`config.mk`:
```
export PLATFORM = sky130hd
export DESIGN_NAME = irq_reset_ctrl
export DESIGN_NICKNAME = d
export VERILOG_FILES = /design/src/rtl/irc_pkg.sv /design/src/rtl/irc_sync.sv /design/src/rtl/irc_nmi_latch.sv /design/src/rtl/irc_rst_filter.sv /design/src/rtl/irc_arbiter.sv /design/src/rtl/irq_reset_ctrl.sv
export SDC_FILE = /design/constraint.sdc
export NUM_CORES = 1
export LEC_CHECK = 0
export BUFFER_PORTS_ARGS = -buffer_cell sky130_fd_sc_hd__buf_4
export CORE_MARGIN = 8
export CORE_UTILIZATION = 34
export DETAILED_ROUTE_END_ITERATION = 12
export GPL_TIMING_DRIVEN = 0
export PLACE_DENSITY_LB_ADDON = 0.3
export SKIP_LAST_GASP = 1
export SLEW_MARGIN = 20
export SYNTH_ARGS = -nofsm -noshare
export SYNTH_HDL_FRONTEND = slang
export SYNTH_SLANG_ARGS = --single-unit
```
`constraint.sdc`:
```
create_clock -name clk -period 1.25 [get_ports clk]
set_input_delay 0 -clock clk [delete_from_list [all_inputs] [get_ports clk]]
set_output_delay 0 -clock clk [all_outputs]
set_load 0.005 [all_outputs]
```
`src/rtl/irc_pkg.sv`:
```
package irc_pkg;
  localparam int TYPE_W = 8;
  localparam int ADDR_W = 20;

  typedef enum logic [1:0] {
    SRC_NONE = 2'd0,
    SRC_NMI  = 2'd1,
    SRC_TRAP = 2'd2,
    SRC_MASK = 2'd3
  } src_e;

  localparam logic [TYPE_W-1:0] VEC_TRAP = 8'd1;
  localparam logic [TYPE_W-1:0] VEC_NMI  = 8'd2;
  localparam logic [ADDR_W-1:0] RESTART  = 20'hFFFF0;
endpackage

```
`src/rtl/irc_sync.sv`:
```
module irc_sync #(
  parameter int WIDTH  = 3,
  parameter int STAGES = 2
) (
  input  logic             clk,
  input  logic             rst_n,
  input  logic [WIDTH-1:0] d_async,
  output logic [WIDTH-1:0] q_sync
);
  logic [WIDTH-1:0] chain_q [STAGES];
  logic [WIDTH-1:0] chain_d [STAGES];

  generate
    for (genvar s = 0; s < STAGES; s++) begin : g_stage
      if (s == 0) begin : g_first
        always_comb chain_d[s] = d_async;
      end else begin : g_next
        always_comb chain_d[s] = chain_q[s-1];
      end
      always_ff @(posedge clk or negedge rst_n) begin
        if (!rst_n) chain_q[s] <= '0;
        else        chain_q[s] <= chain_d[s];
      end
    end
  endgenerate

  assign q_sync = chain_q[STAGES-1];
endmodule

```
`src/rtl/irc_nmi_latch.sv`:
```
module irc_nmi_latch (
  input  logic clk,
  input  logic rst_n,
  input  logic nmi_s,
  input  logic take,
  input  logic flush,
  output logic pending
);
  logic prev_q, prev_d;
  logic pend_q, pend_d;
  logic rise;

  always_comb begin
    rise   = nmi_s && !prev_q;
    prev_d = nmi_s;
    if (flush)      pend_d = 1'b0;
    else if (rise)  pend_d = 1'b1;
    else if (take)  pend_d = 1'b0;
    else            pend_d = pend_q;
  end

  always_ff @(posedge clk or negedge rst_n) begin
    if (!rst_n) begin
      prev_q <= 1'b0;
      pend_q <= 1'b0;
    end else begin
      prev_q <= prev_d;
      pend_q <= pend_d;
    end
  end

  assign pending = pend_q;
endmodule

```
`src/rtl/irc_rst_filter.sv`:
```
module irc_rst_filter #(
  parameter int MIN_CYCLES = 4
) (
  input  logic clk,
  input  logic rst_n,
  input  logic req_s,
  output logic hold,
  output logic release_pulse
);
  localparam int CNT_W = (MIN_CYCLES > 1) ? $clog2(MIN_CYCLES) : 1;
  localparam logic [CNT_W-1:0] CNT_TOP = CNT_W'(MIN_CYCLES - 1);

  logic [CNT_W-1:0] cnt_q, cnt_d;
  logic             hold_q, hold_d;
  logic             rel_q, rel_d;
  logic             at_top;

  always_comb begin
    at_top = (cnt_q == CNT_TOP);
    if (!req_s)      cnt_d = '0;
    else if (at_top) cnt_d = cnt_q;
    else             cnt_d = cnt_q + 1'b1;
    hold_d = req_s && (at_top || hold_q);
    rel_d  = hold_q && !req_s;
  end

  always_ff @(posedge clk or negedge rst_n) begin
    if (!rst_n) begin
      cnt_q  <= '0;
      hold_q <= 1'b0;
      rel_q  <= 1'b0;
    end else begin
      cnt_q  <= cnt_d;
      hold_q <= hold_d;
      rel_q  <= rel_d;
    end
  end

  assign hold          = hold_q;
  assign release_pulse = rel_q;
endmodule

```
`src/rtl/irc_arbiter.sv`:
```
module irc_arbiter
  import irc_pkg::*;
(
  input  logic              clk,
  input  logic              rst_n,
  input  logic              boundary,
  input  logic              nmi_pend,
  input  logic              trap_on,
  input  logic              mask_req,
  input  logic              mask_en,
  input  logic              blocked,
  output logic              nmi_take,
  output logic              svc_q_o,
  output logic [TYPE_W-1:0] type_q_o,
  output logic              ext_q_o
);
  src_e              pick;
  logic              fire;
  logic              svc_q, svc_d;
  logic [TYPE_W-1:0] type_q, type_d;
  logic              ext_q, ext_d;
  logic              load_en;

  always_comb begin
    if (nmi_pend)                 pick = SRC_NMI;
    else if (trap_on)             pick = SRC_TRAP;
    else if (mask_req && mask_en) pick = SRC_MASK;
    else                          pick = SRC_NONE;
    fire     = boundary && !blocked && (pick != SRC_NONE);
    nmi_take = fire && (pick == SRC_NMI);
    svc_d    = fire;
    load_en  = fire;
    unique case (pick)
      SRC_NMI:  begin type_d = VEC_NMI;  ext_d = 1'b0; end
      SRC_TRAP: begin type_d = VEC_TRAP; ext_d = 1'b0; end
      SRC_MASK: begin type_d = '0;       ext_d = 1'b1; end
      default:  begin type_d = type_q;   ext_d = ext_q; end
    endcase
  end

  always_ff @(posedge clk or negedge rst_n) begin
    if (!rst_n) svc_q <= 1'b0;
    else        svc_q <= svc_d;
  end

  always_ff @(posedge clk or negedge rst_n) begin
    if (!rst_n) begin
      type_q <= '0;
      ext_q  <= 1'b0;
    end else if (load_en) begin
      type_q <= type_d;
      ext_q  <= ext_d;
    end
  end

  assign svc_q_o  = svc_q;
  assign type_q_o = type_q;
  assign ext_q_o  = ext_q;
endmodule

```
`src/rtl/irq_reset_ctrl.sv`:
```
module irq_reset_ctrl
  import irc_pkg::*;
#(
  parameter int SYNC_STAGES   = 2,
  parameter int RST_MIN_CYCLES = 4
) (
  input  logic              clk,
  input  logic              rst_n,
  input  logic              intr_req,
  input  logic              nmi_req,
  input  logic              reset_req,
  input  logic              trap_flag,
  input  logic              int_enable,
  input  logic              instr_end,
  output logic              svc_start,
  output logic [TYPE_W-1:0] svc_type,
  output logic              svc_external,
  output logic              core_reset,
  output logic              restart_go,
  output logic [ADDR_W-1:0] restart_addr
);
  localparam int N_ASYNC = 3;
  localparam int IDX_INTR = 0;
  localparam int IDX_NMI  = 1;
  localparam int IDX_RST  = 2;

  logic [N_ASYNC-1:0] raw_in, synced;
  logic nmi_pend, nmi_take, hold, rel;
  logic svc_q;
  logic [TYPE_W-1:0] type_q;
  logic ext_q;

  assign raw_in = {reset_req, nmi_req, intr_req};

  irc_sync #(.WIDTH(N_ASYNC), .STAGES(SYNC_STAGES)) u_sync (
    .clk(clk), .rst_n(rst_n), .d_async(raw_in), .q_sync(synced)
  );

  irc_rst_filter #(.MIN_CYCLES(RST_MIN_CYCLES)) u_rstf (
    .clk(clk), .rst_n(rst_n), .req_s(synced[IDX_RST]),
    .hold(hold), .release_pulse(rel)
  );

  irc_nmi_latch u_nmi (
    .clk(clk), .rst_n(rst_n), .nmi_s(synced[IDX_NMI]),
    .take(nmi_take), .flush(hold), .pending(nmi_pend)
  );

  irc_arbiter u_arb (
    .clk(clk), .rst_n(rst_n), .boundary(instr_end),
    .nmi_pend(nmi_pend), .trap_on(trap_flag),
    .mask_req(synced[IDX_INTR]), .mask_en(int_enable),
    .blocked(hold), .nmi_take(nmi_take),
    .svc_q_o(svc_q), .type_q_o(type_q), .ext_q_o(ext_q)
  );

  assign svc_start    = svc_q && !hold;
  assign svc_type     = type_q;
  assign svc_external = ext_q;
  assign core_reset   = hold;
  assign restart_go   = rel;
  assign restart_addr = rel ? RESTART : '0;
endmodule

```
Yosys cells after proc, flatten, opt, wreduce, memory -nomap -nowiden
Index checks and enable logic that the tools add are counted.
W data, S select, Z words.
{"block": "word_totals", "register_bits": 22, "latchBits": 0, "mem_bits_rw": 0, "romBits": 0, "input_bits": 8, "out_inout_bits": 32, "wordCells": 46, "memories": 0}
{"block": "classes", "n_addsub": 1, "n_mul": 0, "n_div": 0, "n_lt_le_gt_ge": 0, "n_eq_ne": 5, "shifts": 0, "mux": 11, "n_bitwise": 0, "reduce_logical": 19}
{"cell": "$pmux W8 S3", "n": 1}
{"cell": "$mux W20", "n": 1}
{"cell": "$mux W2", "n": 5}
{"cell": "$logic_and A1 B1 Y1", "n": 8}
{"cell": "$eq A2 B2 Y1 const B", "n": 3}
{"cell": "$reduce_bool A3 Y1", "n": 2}
{"cell": "$reduce_and A2 Y1", "n": 2}
{"cell": "$reduce_bool A2 Y1", "n": 2}
{"cell": "$logic_not A1 Y1", "n": 3}
{"cell": "$mux W1", "n": 3}
{"cell": "$add A2 B1 Y2 const B", "n": 1}
{"cell": "$eq A2 B1 Y1 const B", "n": 1}
{"cell": "$ne A2 B2 Y1 const B", "n": 1}
{"cell": "$pmux W1 S2", "n": 1}
{"cell": "$reduce_or A2 Y1", "n": 1}
{"cell": "$logic_or A1 B1 Y1", "n": 1}

Longest topological paths before layout
{"block": "depth", "depth_word": 10, "depth_mapped": 3}

Hierarchy
A second synthesis with hierarchy kept.
{"block": "unflattened", "hier_cells": 69, "area_unflattened_um2": 775.7}
{"mod": "irc_arbiter", "instances": 1, "cells_each": 25, "area_each_um2": 229.0, "seq_area_each_um2": 100.1}
{"mod": "irq_reset_ctrl", "instances": 1, "cells_each": 22, "area_each_um2": 167.7, "seq_area_each_um2": 0.0}
{"mod": "irc_rst_filter", "instances": 1, "cells_each": 11, "area_each_um2": 157.7, "seq_area_each_um2": 100.1}
{"mod": "irc_sync", "instances": 1, "cells_each": 6, "area_each_um2": 150.1, "seq_area_each_um2": 150.1}
{"mod": "irc_nmi_latch", "instances": 1, "cells_each": 5, "area_each_um2": 71.3, "seq_area_each_um2": 50.0}

Worst setup path before layout
No wires, ideal clock.
{"block": "synth_path", "path_type": "reg2reg", "from": "register u_rstf.cnt_q[0]", "to": "register u_rstf.cnt_q[0]", "setup_time_ns": 0.119, "arrival_time_ns": 0.870, "slack_ns": 0.261, "stages_incl_launch_ff": 4, "path_buffers": 0, "synth_period_minus_slack_ns": 0.989, "path_cell_list": "dfrtp_1 > ha_1 > xnor2_1 > and2_1"}
{"block": "synth_between", "elab_chain_len": 3, "elab_cells_between_ends": 5}
{"element": "start, declared", "line_no": "irc_rst_filter.sv:13", "rtl": "logic [CNT_W-1:0] cnt_q, cnt_d;"}
{"element": "start signal, assigned", "line_no": "irc_rst_filter.sv:33", "rtl": "cnt_q <= cnt_d;"}
{"element": "$add A2 B1 Y2", "line_no": "irc_rst_filter.sv:22", "rtl": "else cnt_d = cnt_q + 1'b1;"}
{"element": "$mux W2", "line_no": "irc_rst_filter.sv:21", "rtl": "else if (at_top) cnt_d = cnt_q;"}
{"element": "$mux W2", "line_no": "irc_rst_filter.sv:20", "rtl": "if (!req_s) cnt_d = '0;"}
Parallel ways exist; a longest one is shown, timed or not. The select of a mux whose other input is x is not followed.
A chain may end at the register's enable or synchronous reset.

Worst setup path after layout
{"block": "layout_path", "from": "register u_rstf.rel_q, in the netlist u_rstf.release_pulse", "to": "output port restart_addr[17]"}
{"block": "layout_between", "elab_chain_len": 1}
{"element": "start, declared", "line_no": "irc_rst_filter.sv:15", "rtl": "logic rel_q, rel_d;"}
{"element": "start signal, assigned", "line_no": "irc_rst_filter.sv:35", "rtl": "rel_q <= rel_d;"}
{"element": "$mux W20", "line_no": "irq_reset_ctrl.sv:62", "rtl": "assign restart_addr = rel ? RESTART : '0;"}
{"element": "end, declared", "line_no": "irq_reset_ctrl.sv:20", "rtl": "output logic [ADDR_W-1:0] restart_addr"}
Every way passes these cells.

==> results.toml <==
[setup_path]
worst_ep_arrival_time_ns = 1.08
cp-end-kind = "output port"
slowest_delay_ns = 0.51
worstSetupPathType = "flip-flop to output port"
critPathRequiredTime_ns = 1.25
cpLargestDelayFamily = "flip-flops"
crit_fanout = 17
critPathLaunchType = "flip-flop"
path_cells = "buf_4 -> buf_4"
path_common_cell = "buf_4"
slowest_stage = "dfrtp_2"
critical_path_buf_inv_count = 2

[floorplanning]
rows = 17
pin_count = 40
core_sq_um = 2170
die_w_um = 63.6
dieArea_sq_um = 4040
die-height_um = 63.6
initial_core_util_pct = 35.5

[flow_run]
max-cap-violations = 0

[synth]
ys_ff_latch = 16
yosys.area.top_type = "dfrtp_1"
yosys_warnings = 0
postSynthAreaPerCell_sq_um = 11.3
synthTopCellsByArea = "dfrtp_1, buf_4, a2bb2oi_2"
synthFlopType = "dfrtp_1"
synth-edff-count = 0
synthCells = 68
synth_cell_types = 21
synthArstFlopShare_pct = 100
yosysSeqAreaShare_pct = 52.0
syn_area_sq_um = 769
synth_most_common_cell = "buf_4"
synth_common_cells = "buf_4, dfrtp_1, inv_1"
yosysTopAreaCellShare_pct = 52.0

[sta]
clock_skew_ns = 0.00259
period_minus_slack_ns = 1.08
maxSlewViolCount = 0
setup_viol = 0
fmax_mhz = 922
fin_crit_sh_pct = 86.8
setup_slack_ns = 0.165
setup-tns-final_ns = 0
rsz0062_at_grt = "no"
finalHoldViolCount = 0

[cts]
clkSlewWorstSetupHoldPaths_ns = 0.09
h-tree-depth = 1
clk_latency_ns = 0.28
clock_path_buffers = 2
cts_sinks = 16
cts_root_buffer = "clkbuf_4"
cts_tree = "yes"
numCtsBuffers = 3

[status]
status = "completed"

[power]
leakage_nw = 0.634
pwr-share-comb_pct = 25.4
clkPwrFrac_pct = 26.2
ir_worst_vdd_mv = 0.750
sw_frac_of_total_pct = 25.3
cellPowerDensity_nw_per_um2 = 1140
power.switching_mw = 0.329
power.share.sequential_pct = 48.4
p_int_mw = 0.969
p_total_mw = 1.30

[layout]
diodes = 0
n_fill_cell = 196
drive_gt1_share_pct = 55.3
layout.cells.non_filler = 142
syn_to_final_growth_pct = 47.3
layout.nets = 124

[global_route]
grt_overflow = 0
grt_max_degree = 18
grt_pass1_vias = 568
grt_usage_pct = 7.61
antenna_found_initial = 0
grt_pass1_wl_mm = 2.52

[detailed_routing]
ant_nets = 0
vias = 545
vias_per_cell = 3.84
wl_mm = 1.59
drtIter0Drc = 21
routedWlPerCell_um = 11.2
drc_errors = 0
drtPass1Iterations = 2

[placed_design]
dp_worst_setup_slack_ns = 0.228
dp_cells = 134
dpl.hpwl_mm = 1.24
port_buffers = 29
routabilityCongestion = 0.701

[min_path]
min_path_type = "input port to flip-flop"
## layout by cell type, fill, tap and decap left out, drive strengths merged
cell type    count
buf             55
dfrtp           16
conb            10
dlygate4sd3      4
clkbuf           4
inv              3
o21ai            3
nand2            2
a21oi            2
nor2b            2
and2b            2
nor2             2
nand2b           1
o21a             1
o22a             1
mux2i            1
o22ai            1
xnor2            1
and2             1
a2bb2oi          1
ha               1
## layout make-up
type / count / area (sq um) / share of cell area (%)
Multi-Input combinational cell: 32 / 196 / 17.3
Tap cell: 28 / 35.0 / 3.09
Sequential cell: 16 / 402 / 35.4
Buffer: 26 / 195 / 17.2
Clock buffer: 4 / 36.3 / 3.20
Inverter: 3 / 11.3 / 0.993
Timing Repair Buffer: 33 / 258 / 22.7
## power groups by stage
| stage | clock network, mW | logic, mW | registers, mW |
|---|---|---|---|
| floorplan | 0 | 0.173 | 0.630 |
| CTS | 0.349 | 0.335 | 0.629 |
| finish | 0.340 | 0.330 | 0.628 |
| global route | 0.369 | 0.369 | 0.637 |
| global placement | 0 | 0.316 | 0.634 |
| detailed placement | 0 | 0.324 | 0.639 |
## metal layers
layer | share of wire, % | track usage, % | vias to the layer above
met5 | 0 | 0 | -
met4 | 1.2 | 3.34 | 0
met3 | 14 | 4.95 | 3
met2 | 41 | 11.4 | 35
met1 | 44 | 8.23 | 237
li1 | - | - | 270
## worst reg2reg max path: stages, from the launching register on
cell and delay [ns]:
dfrtp_1 0.40, ha_1 0.25, xnor2_1 0.13, and2_1 0.15
## state kept, by name, summed over array words and instances, names as in the netlist
register              flops
u_arb.type_q_o            2
u_sync.chain_d            3
u_sync.q_sync             3
u_rstf.hold               1
u_nmi.prev_q              1
u_nmi.pending             1
u_arb.ext_q_o             1
u_rstf.cnt_q              2
u_rstf.release_pulse      1
u_arb.svc_q_o             1
## what timing repair did
item / CTS / global route
hold buffers: 4 / 0
gates resized for setup: 0 / 1
buffers inserted: 0 / 0
setup endpoints to repair: 0 / 16
endpoints found under the hold margin: 19 / 0
## kinds of logic after synthesis
group                      Yosys count  share of synthesized area, %
AOI/OAI and AO/OA                    9                          8.13
adders and majority gates            1                          1.63
buffers and inverters               29                          26.8
xor gates and xnor gates             1                          1.14
and+or+nand+nor                     10                          8.45
other                                1                         0.487
DFF                                 16                          52.0
muxes                                1                          1.30
## worst paths after layout
check                      cells after the start                            from  slack, ns                             end
max reg2reg                                    3     u_rstf.cnt_q[0]$_DFFE_PN0P_       0.22     u_rstf.cnt_q[0]$_DFFE_PN0P_
max in group asynchronous                      2                           rst_n       0.96  u_rstf.release_pulse$_DFF_PN0_
max                                            2  u_rstf.release_pulse$_DFF_PN0_       0.17                restart_addr[17]
min reg2reg                                    0     u_sync.chain_d[2]$_DFF_PN0_       0.36      u_sync.q_sync[2]$_DFF_PN0_
min                                            3                       instr_end       0.03         u_arb.svc_q_o$_DFF_PN0_
min in group asynchronous                      2                           rst_n       0.10       u_arb.ext_q_o$_DFFE_PN0P_
## stage by stage
| stage | utilization [%] | hold WS, ns | area (sq um) |
|---|---|---|---|
| finish | 52.2 | 0.0272 | 1130 |
| global route | 52.2 | 0.0300 | 1130 |
| CTS | 52.2 | 0.0247 | 1130 |
| detailed placement | 48.7 | -0.132 | 1060 |
| global placement | 48.7 | -0.136 | 1060 |
| floorplan | - | -0.296 | 803 |
Power figures use the tool's default switching activity.
